[src/rtl/qc_pkg.sv]
package qc_pkg;
    localparam int unsigned DATA_W = 16;
    localparam int unsigned MAG_W  = DATA_W + 1;

    typedef struct packed {
        logic [1:0] code;
        logic       mask;
    } qc_result_t;

    function automatic logic [MAG_W-1:0] abs_ext(input logic [DATA_W-1:0] v);
        logic [MAG_W-1:0] ext;
        ext = {v[DATA_W-1], v};
        return v[DATA_W-1] ? (~ext + 1'b1) : ext;
    endfunction
endpackage

[src/rtl/qc_thresh_reg.sv]
module qc_thresh_reg #(
    parameter int unsigned W = 17
) (
    input  logic         clk,
    input  logic         rst,
    input  logic         we,
    input  logic [W-1:0] wdata,
    output logic [W-1:0] thr
);
    always_ff @(posedge clk) begin
        if (rst)     thr <= '0;
        else if (we) thr <= wdata;
    end
endmodule

[src/rtl/qc_quant.sv]
module qc_quant
    import qc_pkg::*;
#(
    parameter int unsigned W = DATA_W
) (
    input  logic [W-1:0]   re,
    input  logic [W-1:0]   im,
    input  logic           noise,
    input  logic [W:0]     thr,
    output qc_result_t     res
);
    localparam int unsigned LANES = 2;
    logic [W-1:0] lane_in  [LANES];
    logic [W:0]   lane_abs [LANES];
    logic         lane_bit [LANES];
    logic [W:0]   mag;

    assign lane_in[0] = re;
    assign lane_in[1] = im;

    for (genvar g = 0; g < LANES; g++) begin : g_lane
        logic [W:0] ext;
        assign ext         = {lane_in[g][W-1], lane_in[g]};
        assign lane_abs[g] = lane_in[g][W-1] ? (~ext + 1'b1) : ext;
        assign lane_bit[g] = ~lane_in[g][W-1];
    end

    assign mag = lane_abs[0] + lane_abs[1];

    always_comb begin
        res.code = {lane_bit[0], lane_bit[1]};
        res.mask = noise | (mag < thr);
    end
endmodule

[src/rtl/qc_out_stage.sv]
module qc_out_stage
    import qc_pkg::*;
(
    input  logic       clk,
    input  logic       rst,
    input  logic       load,
    input  logic       drain,
    input  qc_result_t d,
    output qc_result_t q,
    output logic       valid
);
    always_ff @(posedge clk) begin
        if (rst) begin
            valid <= 1'b0;
            q     <= '0;
        end else if (load) begin
            valid <= 1'b1;
            q     <= d;
        end else if (drain) begin
            valid <= 1'b0;
        end
    end
endmodule

[src/rtl/qc_encoder.sv]
module qc_encoder
    import qc_pkg::*;
#(
    parameter int unsigned W = DATA_W
) (
    input  logic         clk,
    input  logic         rst,
    input  logic         thr_we,
    input  logic [W:0]   thr_wdata,
    input  logic         in_valid,
    output logic         in_ready,
    input  logic [W-1:0] in_re,
    input  logic [W-1:0] in_im,
    input  logic         in_noise,
    output logic         out_valid,
    input  logic         out_ready,
    output logic [1:0]   out_code,
    output logic         out_mask
);
    localparam int unsigned TW = W + 1;

    logic [TW-1:0] thr;
    qc_result_t    res_d, res_q;
    logic          accept;

    qc_thresh_reg #(.W(TW)) u_thr (
        .clk(clk), .rst(rst), .we(thr_we), .wdata(thr_wdata), .thr(thr)
    );

    qc_quant #(.W(W)) u_quant (
        .re(in_re), .im(in_im), .noise(in_noise), .thr(thr), .res(res_d)
    );

    assign in_ready = ~out_valid | out_ready;
    assign accept   = in_valid & in_ready;

    qc_out_stage u_out (
        .clk(clk), .rst(rst), .load(accept), .drain(out_ready),
        .d(res_d), .q(res_q), .valid(out_valid)
    );

    assign out_code = res_q.code;
    assign out_mask = res_q.mask;
endmodule

[config.mk]
export PLATFORM = sky130hd
export DESIGN_NAME = qc_encoder
export DESIGN_NICKNAME = d
export VERILOG_FILES = /design/src/rtl/qc_pkg.sv /design/src/rtl/qc_thresh_reg.sv /design/src/rtl/qc_quant.sv /design/src/rtl/qc_out_stage.sv /design/src/rtl/qc_encoder.sv
export SDC_FILE = /design/constraint.sdc
export NUM_CORES = 1
export LEC_CHECK = 0
export BUFFER_PORTS_ARGS = -buffer_cell sky130_fd_sc_hd__buf_2
export CAP_MARGIN = 5
export CORE_MARGIN = 2
export CORE_UTILIZATION = 55
export DETAILED_ROUTE_END_ITERATION = 16
export GPL_TIMING_DRIVEN = 0
export MAX_ROUTING_LAYER = met4
export PLACE_DENSITY = 0.82
export SKIP_LAST_GASP = 1
export SYNTH_ARGS = -nofsm -noshare
export SYNTH_HDL_FRONTEND = slang
export SYNTH_SLANG_ARGS = --single-unit
[constraint.sdc]
create_clock -name clk -period 4.7 [get_ports clk]
set_clock_uncertainty 0.1 [all_clocks]
set_input_delay 0.47 -clock clk [delete_from_list [all_inputs] [get_ports clk]]
set_output_delay 0.47 -clock clk [all_outputs]
set_load 0.01 [all_outputs]
==> results.toml, run 1 <==
[setup_path]
cp-end-kind = "flop"
critPathArrivalTime_ns = 4.41
start_kind = "primary input"
crit_chain = "buf_2, inv_1, ha_1, nand2_1, or3_1, or3_4, nand2_1, xnor2_1, ha_1, a21o_1, a21oi_1, a2bb2oi_1, o31ai_1, a221oi_2, xnor2_1, ha_1, a21o_1, a21oi_1, nor3_1, or3_1, a21oi_1"
cp_top_family = "compound AO/OA/AOI/OAI gates"
critPathMaxStageDelay_ns = 0.38
path_max_fanout = 5
cp_slowest_cell = "or3_4"
critical_path_class = "primary input to flop"
regToRegSetupSlack_ns = 2.82
cp.required_ns = 4.80
crit_buf_inv = 2

[global_routing]
grt-ovfl-total = 0
grt_max_degree = 12
grt_pass1_vias = 2325
antenna_found_initial = 0
grt.total_usage = 0.230
grt_pass1_wl_mm = 9.37

[yosys]
ys_ff_latch = 21
yosys_warnings = 0
syn_area_per_cell_sq_um = 8.06
syn_inst = 308
synth.distinct_cells = 49
synthesis.nets = 398
ys_seq_area_frac = 0.169
synth_edf_count = 0
ys.flop_type = "dfxtp_1"
netlist_area_sq_um = 2480
synthArstFlopShare = 0

[cells_and_area]
final_nets = 461
drive_gt1_frac = 0.208
antenna_cells = 0
final_area_sq_um = 2880
area_growth_pct = 16.1
nFillCells = 404

[cts]
numCtsBuffers = 3
cts_sinks = 21
root_buffer = "clkbuf_8"
cts_resized = 0
cts_hold_buf = 0
clock_path_buffers = 2
insertion_delay_ns = 0.26
cts_tree = "done"
cts_setup_buffers = 0
path_clk_slew_ns = 0.07
cts.htree.levels = 1

[route]
dr.first_iter.drc_count = 49
antenna_left = 0
drc = 0
finalWirelength_mm = 5.46
wl_per_cell_microns = 12.9
vias = 2348
vias_per_cell = 5.56
drtPass1Iterations = 4

[timing]
rsz0062_at_grt = "false"
setup_tns_ns = 0
report.final.slew_viol_count = 0
fin_crit_sh = 0.918
fmaxAchievable_ghz = 0.232
worst_pin_slew_ns = 0.626
setup_viol = 0
fin_crit_ns = 4.31
relSlewSlack = 0.583
hold_viol = 0

[power_and_ir_drop]
p_clk_frac = 0.153
power_switching_mw = 0.300
powerDensity_nw_per_um2 = 266
seqPwrFrac = 0.254
switching_share = 0.392
leakage_nw = 1.33
vdd.ir_drop.worst_uv = 159
combinationalPowerShare = 0.592
internal-power_mw = 0.466

[die]
die_w_microns = 71.2
core_sq_um = 4350
ios = 60
die_h_microns = 71.2
initial_core_util = 0.570
dieArea_sq_um = 5070
fp-row-count = 24

[place]
gp_congestion = 0.797
dp_hpwl_mm = 4.69
place_area_sq_um = 2840
io_buffers = 58

[status]
status = "finished clean"

[hold_path]
hold_class = "primary input to flop"

[flow_run]
cap_violations = 0
## power groups by stage
stage	logic, mW	registers [mW]	clock network (mW)
after floorplan	0.343	0.200	0
after global placement	0.434	0.199	0
after detailed placement	0.452	0.199	0
after CTS	0.456	0.195	0.121
after global routing	0.521	0.196	0.125
final	0.454	0.195	0.118
## registers in the layout, indices dropped and copies added, names as in the netlist
| register | flops |
|---|---|
| u_out.q | 3 |
| u_thr.thr | 17 |
| u_out.valid | 1 |
## metal layers
metal  vias up  track usage  part of all wire
li1       1222            -                 -
met1      1062        0.262              0.44
met2        58        0.417              0.51
met5         -            -                 0
met4         0       0.0608             0.012
met3         6       0.0328             0.036
## cell families (layout without fill, tap and decap cells)
logic type,count (synthesis),count (layout),share of synthesized area
compound gates,73,73,0.224
xor+xnor,38,38,0.134
fa+ha+maj,35,35,0.179
buf+inv,36,98,0.0549
flops,21,21,0.169
mux,17,17,0.0685
simple gates,88,88,0.170
## tightest hold or removal path, cell delays in order
cell	delay [ns]
buf_2	0.07
mux2i_1	0.05
nor2_1	0.07
## metrics by stage
stage	setup slack [ns]	power (mW)	cells	util	hold slack [ns]
2_1_floorplan	0.548	0.543	308	-	0.360
3_3_place_gp	0.192	0.633	418	0.652	0.374
3_5_place_dp	0.156	0.651	418	0.652	0.384
4_1_cts	0.409	0.773	422	0.662	0.341
5_1_grt	0.116	0.843	422	0.662	0.355
6_report	0.387	0.766	422	0.662	0.344
## final timing paths
kind / start / depth (start not counted) / to
max: in_re[1] / 21 / u_out.q[0]
min: thr_wdata[8] / 3 / u_thr.thr[8]
max reg2reg: u_thr.thr[7] / 8 / u_out.q[0]
min reg2reg: u_thr.thr[15] / 2 / u_thr.thr[15]
## synth_stat cells, types with 2 or more instances
library cell | count | area (sq um)
a221oi_2 | 2 | 30.0
xnor2_1 | 36 | 315
nand2b_1 | 5 | 31.3
o21ai_2 | 2 | 17.5
nor4_1 | 3 | 18.8
mux2i_1 | 17 | 170
o31ai_1 | 7 | 52.6
a211oi_1 | 5 | 37.5
or3_1 | 3 | 18.8
nor2_1 | 35 | 131
ha_1 | 34 | 425
a21o_1 | 7 | 52.6
o21a_1 | 4 | 30.0
or4_4 | 2 | 22.5
nor2b_1 | 2 | 12.5
o41ai_2 | 3 | 48.8
inv_1 | 29 | 109
a21oi_1 | 13 | 65.1
xor2_1 | 2 | 17.5
clkbuf_1 | 5 | 18.8
nand3_1 | 3 | 15.0
o21bai_1 | 2 | 15.0
o21ai_1 | 6 | 30.0
nand2_1 | 23 | 86.3
and3_1 | 2 | 12.5
nor3_1 | 4 | 20.0
o21ai_0 | 10 | 50.1
dfxtp_1 | 21 | 420
## cells in the final DEF, fill, tap and decap left out, drive strengths merged, types with 3 or more instances in the layout
cell / count
buf: 59
clkbuf: 9
ha: 34
dfxtp: 21
nor2: 35
nand2b: 5
a21oi: 13
nand3: 3
xnor2: 36
nand2: 23
o41ai: 4
o21a: 4
or4: 3
or3: 4
a221oi: 3
inv: 30
a211oi: 6
nor4: 4
o31ai: 9
mux2i: 17
a21o: 7
nor3: 4
o21ai: 18
## final cells by class
type | instances | area (sq um) | share of cell area
well taps | 52 | 65.1 | 0.0226
multi-input cells | 251 | 1930 | 0.668
clock buffers | 4 | 45.0 | 0.0156
repair buffers | 58 | 290 | 0.101
inverters | 30 | 113 | 0.0390
flip-flops and latches | 21 | 420 | 0.146
plain buffers | 6 | 23.8 | 0.00824
No activity file was read; power rests on OpenSTA's default activity.
==> inputs of run 2 (changes only) <==
--- a/config.mk
+++ b/config.mk
@@ -5,6 +5,7 @@
 export SDC_FILE = /design/constraint.sdc
 export NUM_CORES = 1
 export LEC_CHECK = 0
+export ABC_AREA = 1
 export BUFFER_PORTS_ARGS = -buffer_cell sky130_fd_sc_hd__buf_2
 export CAP_MARGIN = 5
 export CORE_MARGIN = 2
@@ -12,7 +13,7 @@
 export DETAILED_ROUTE_END_ITERATION = 16
 export GPL_TIMING_DRIVEN = 0
 export MAX_ROUTING_LAYER = met4
-export PLACE_DENSITY = 0.82
+export PLACE_DENSITY = 0.81
 export SKIP_LAST_GASP = 1
 export SYNTH_ARGS = -nofsm -noshare
 export SYNTH_HDL_FRONTEND = slang
==> constraint.sdc (replaced) <==
create_clock -name clk -period 5.2 [get_ports clk]
set_clock_uncertainty 0.1 [all_clocks]
set_input_delay 0.52 -clock clk [delete_from_list [all_inputs] [get_ports clk]]
set_output_delay 0.52 -clock clk [all_outputs]
set_load 0.01 [all_outputs]
==> run 2 against run 1 <==
Routed wire length grew 13%. Clock-buffer cell count unchanged. Setup slack better by 1.3 ns. Total power down 10%. Synthesized cell count rose by 43%. Utilization is 0.22 points lower. Critical path type unchanged. Critical endpoint unchanged. Largest cell class unchanged. Largest power group unchanged.
==> results.toml, run 2 <==
[status]
status = "finished clean"

[route]
finalWirelength_mm = 6.15
vias = 2911
drtPass1Iterations = 4
dr.first_iter.drc_count = 93
wl_per_cell_microns = 10.8
drc = 0
vias_per_cell = 5.10
antenna_left = 0

[cts]
cts_resized = 0
numCtsBuffers = 3
cts_sinks = 21
cts_tree = "done"
path_clk_slew_ns = 0.07
clock_path_buffers = 2
cts_setup_buffers = 0
cts_hold_buf = 0
root_buffer = "clkbuf_8"
insertion_delay_ns = 0.26
cts.htree.levels = 1

[setup_path]
path_max_fanout = 4
critical_path_class = "primary input to flop"
cp-end-kind = "flop"
regToRegSetupSlack_ns = 3.74
start_kind = "primary input"
cp.required_ns = 5.25
critPathArrivalTime_ns = 3.60

[place]
io_buffers = 59
dp_hpwl_mm = 5.45
place_area_sq_um = 3070
gp_congestion = 0.919

[timing]
fin_crit_ns = 3.55
report.final.slew_viol_count = 0
fin_crit_sh = 0.682
relSlewSlack = 0.703
worst_pin_slew_ns = 0.445
setup_tns_ns = 0
fmaxAchievable_ghz = 0.282
hold_viol = 0
rsz0062_at_grt = "false"
setup_viol = 0

[yosys]
synth_largest_area_cell = "ha_1"
synth.distinct_cells = 28
synth_edf_count = 0
ys_ff_latch = 21
yosys_warnings = 0
syn_inst = 441
synthMostInstantiatedCell = "nand2_1"
synthTopCellsByArea = "ha_1 (16%), dfxtp_1 (16%), nand2_1 (15%), inv_1 (11%), a21oi_1 (7.8%)"
yosysTopAreaCellShare = 0.158
syn_area_per_cell_sq_um = 6.11
netlist_area_sq_um = 2690
ys_seq_area_frac = 0.156
synth_commonest_cells = "nand2_1 (105), inv_1 (76), a21oi_1 (42)"
synthArstFlopShare = 0
ys.flop_type = "dfxtp_1"
synthesis.nets = 531

[power_and_ir_drop]
internal-power_mw = 0.393
power_switching_mw = 0.296
seqPwrFrac = 0.256
vdd.ir_drop.worst_uv = 105
powerDensity_nw_per_um2 = 221
combinationalPowerShare = 0.594
switching_share = 0.430
p_clk_frac = 0.150
leakage_nw = 1.74

[cells_and_area]
reg.largest.list = "u_thr.thr x17, u_out.q x3, u_out.valid x1"
largest_reg_flops = 17
seqCellArea_sq_um = 420
layout_commonest_cell = "nand2_1"
antenna_cells = 0
final_cell_mix = "nand2_1 (105), inv_1 (76), buf_2 (61), a21oi_1 (42), ha_1 (34)"
multiInputGateArea_sq_um = 1960
drive_gt1_frac = 0.151
largest-register = "u_thr.thr"
final_area_sq_um = 3120
final_nets = 595
area_growth_pct = 15.7
nFillCells = 460

[die]
ios = 60
die_w_microns = 74.0
initial_core_util = 0.570
dieArea_sq_um = 5470
fp-row-count = 25
core_sq_um = 4720
die_h_microns = 74.0

[flow_run]
cap_violations = 0

[global_routing]
grt_max_degree = 12
grt-ovfl-total = 0
grt_pass1_wl_mm = 10.3
grt.total_usage = 0.241
antenna_found_initial = 0
grt_pass1_vias = 2627

[hold_path]
hold_class = "primary input to flop"
==> run 2: path summary, 6_finish.rpt <==
kind / depth (start not counted) / from / to
max reg2reg: 8 / u_thr.thr[16] / u_out.q[0]
max: 22 / in_re[0] / u_out.q[0]
min: 2 / rst / u_out.valid
min reg2reg: 2 / u_thr.thr[6] / u_thr.thr[6]
==> run 2: area by class of cell <==
class | count | area share
clock buffer | 4 | 0.0144
inverter | 76 | 0.0915
buffer | 7 | 0.00923
timing repair buffer | 59 | 0.0947
sequential | 21 | 0.135
multi-input combinational | 337 | 0.628
tap | 67 | 0.0269
==> run 2: logic make-up (layout without fill, tap and decap cells) <==
family,after synthesis,count (layout),share of synthesized area
compound gates,83,83,0.167
xor+xnor,27,27,0.0878
buf+inv,83,146,0.117
flops,21,21,0.156
fa+ha+maj,35,35,0.165
simple gates,192,192,0.307
==> run 2: critical path, cell delays in order <==
cell and delay, ns:
buf_2 0.11, inv_1 0.06, ha_1 0.17, nand3_1 0.12, o21ai_2 0.18, nand2_2 0.11
a21oi_2 0.19, xor2_1 0.20, ha_1 0.30, a21oi_1 0.22, o21ai_0 0.17, a21oi_1 0.19
nand2_1 0.07, nand2_1 0.06, nand2_1 0.06, ha_1 0.27, nand2_1 0.06, nor2_1 0.15
and2_1 0.17, nand3b_1 0.08, nand3_1 0.09, a21oi_1 0.06
==> run 2: power groups by stage <==
stage               registers [mW]  clock network (mW)  logic, mW
floorplan                    0.181                   0      0.311
global placement             0.180                   0      0.393
detailed placement           0.180                   0      0.408
CTS                          0.176               0.106      0.411
global route                 0.177               0.112      0.476
finish                       0.176               0.104      0.409
==> run 2: per-stage QoR <==
step                 util  setup WS [ns]  hold slack, ns  power (mW)  std cells
floorplan               -           1.91           0.335       0.491        441
global placement    0.651           1.46           0.356       0.573        567
detailed placement  0.651           1.38           0.364       0.588        567
CTS                 0.660           1.64           0.327       0.693        571
global route        0.660           1.33           0.327       0.766        571
finish              0.660           1.65           0.329       0.689        571
==> run 2: metal layers <==
metal  up-vias  global-route usage  wire, microns
met3        15              0.0108            303
met5         -                   -              0
met4         0              0.0949            165
li1       1555                   -              -
met1      1260               0.272           2830
met2        81               0.442           2850
==> inputs of run 3 (changes only) <==
==> constraint.sdc (replaced) <==
create_clock -name clk -period 3.55 [get_ports clk]
set_clock_uncertainty 0.1 [all_clocks]
set_input_delay 0.355 -clock clk [delete_from_list [all_inputs] [get_ports clk]]
set_output_delay 0.355 -clock clk [all_outputs]
set_load 0.01 [all_outputs]
==> run 3 against run 2 <==
Non-clock buffer count did not move. First-iteration DRC count is 22% higher. Utilization is 1.0 points higher. Critical endpoint unchanged.
==> results.toml, run 3 (synthesis results as in run 2) <==
[setup_path]
critical_path_class = "primary input to flop"
cp-end-kind = "flop"
critPathArrivalTime_ns = 3.35
start_kind = "primary input"
cp.required_ns = 3.64
path_max_fanout = 5

[route]
antenna_left = 0
finalWirelength_mm = 6.29
wl_per_cell_microns = 11.0
dr.first_iter.drc_count = 113
vias_per_cell = 5.10
drtPass1Iterations = 4
vias = 2913
drc = 0

[timing]
relSlewSlack = 0.701
fin_crit_sh = 0.918
worst_pin_slew_ns = 0.449
fin_crit_ns = 3.26
rsz0062_at_grt = "false"
report.final.slew_viol_count = 0
setup_viol = 0
fmaxAchievable_ghz = 0.307
hold_viol = 0

[cells_and_area]
final_util = 0.670
reg.largest.list = "u_thr.thr x17, u_out.q x3, u_out.valid x1"
nFillCells = 455
area_growth_pct = 17.6
largest-register = "u_thr.thr"
antenna_cells = 0
largest_reg_flops = 17
drive_gt1_frac = 0.163
final_nets = 595
final_cell_mix = "nand2_1 (105), inv_1 (76), buf_2 (61), a21oi_1 (41), ha_1 (33)"
final_area_sq_um = 3170
layout_commonest_cell = "nand2_1"

[power_and_ir_drop]
vdd.ir_drop.worst_uv = 148
internal-power_mw = 0.581
power_mw = 1.02
powerDensity_nw_per_um2 = 323
p_clk_frac = 0.149
leakage_nw = 1.74
power_switching_mw = 0.443
switching_share = 0.433
combinationalPowerShare = 0.599
seqPwrFrac = 0.252

[cts]
clock_path_buffers = 2
insertion_delay_ns = 0.26
cts_hold_buf = 0
root_buffer = "clkbuf_8"
cts_tree = "done"
cts.htree.levels = 1
path_clk_slew_ns = 0.07
cts_sinks = 21
cts_setup_buffers = 0
numCtsBuffers = 3

[global_routing]
grt.total_usage = 0.241
grt-ovfl-total = 0
antenna_found_initial = 0
grt_max_degree = 12
grt_pass1_wl_mm = 10.3
grt_pass1_vias = 2627

[place]
dp_hpwl_mm = 5.45
io_buffers = 59
gp_congestion = 0.919
place_area_sq_um = 3070

[die]
dieArea_sq_um = 5470
initial_core_util = 0.570
ios = 60
die_w_microns = 74.0
die_h_microns = 74.0
fp-row-count = 25
core_sq_um = 4720

[hold_path]
hold_class = "primary input to flop"

[flow_run]
cap_violations = 0

[status]
status = "finished clean"
==> run 3: area by class of cell <==
cell class,instances,area (sq um),area share
plain buffers,7,28.8,0.00909
clock buffers,4,45.0,0.0142
multi-input cells,337,2010,0.634
inverters,76,285,0.0901
flip-flops and latches,21,420,0.133
well taps,67,83.8,0.0265
repair buffers,59,295,0.0932
==> run 3: power groups by stage <==
stage          Combinational, mW  Clock [mW]  Sequential, mW
2_1_floorplan              0.455           0           0.264
3_3_place_gp               0.576           0           0.263
3_5_place_dp               0.597           0           0.264
4_1_cts                    0.602       0.155           0.258
5_1_grt                    0.710       0.165           0.260
6_report                   0.614       0.152           0.258
==> run 3: what timing repair did <==
item | CTS | global route
gates resized for setup | 0 | 9
endpoints found under the setup margin | 0 | 1
endpoints found under the hold margin | 0 | 0
==> run 3: worst paths after layout <==
kind / end / startpoint / cells past startpoint / slack, ns
setup reg to reg: u_out.q[0] / u_thr.thr[16] / 9 / 2.08
hold reg to reg: u_thr.thr[6] / u_thr.thr[6] / 2 / 0.37
setup / recovery: u_out.q[0] / in_re[0] / 25 / 0.29
hold / removal: u_out.valid / rst / 2 / 0.16
==> run 3: per-layer routing <==
layer | up-vias | part of all wire | global-route usage
met5 | - | 0 | -
met3 | 15 | 0.045 | 0.0108
met1 | 1270 | 0.46 | 0.272
li1 | 1552 | - | -
met4 | 0 | 0.027 | 0.0949
met2 | 76 | 0.47 | 0.442
==> run 3: per-stage QoR <==
stage	setup slack (ns)	setup TNS, ns	cells	hold WS, ns
after global placement	-0.0289	-0.0289	567	0.356
after CTS	0.155	0	571	0.162
final	0.292	0	571	0.163
after floorplan	0.422	0	441	0.324
after detailed placement	-0.108	-0.108	567	0.364
after global routing	0.00799	0	571	0.162
==> run 3: worst max-delay path, cell delays in order <==
cell,delay (ns)
buf_2,0.11
inv_1,0.06
ha_1,0.17
nand3_1,0.12
o21ai_2,0.18
nand2_2,0.12
a21oi_4,0.19
nand2_1,0.07
nand2_1,0.06
nand2_1,0.09
ha_4,0.31
inv_1,0.07
nor3_2,0.19
and2_1,0.14
nand2_1,0.06
nand3_1,0.08
nand2_1,0.06
ha_1,0.27
nand2_1,0.10
inv_1,0.04
nand2_1,0.05
nand2_1,0.05
a21oi_1,0.17
nand3_1,0.11
a21oi_1,0.12
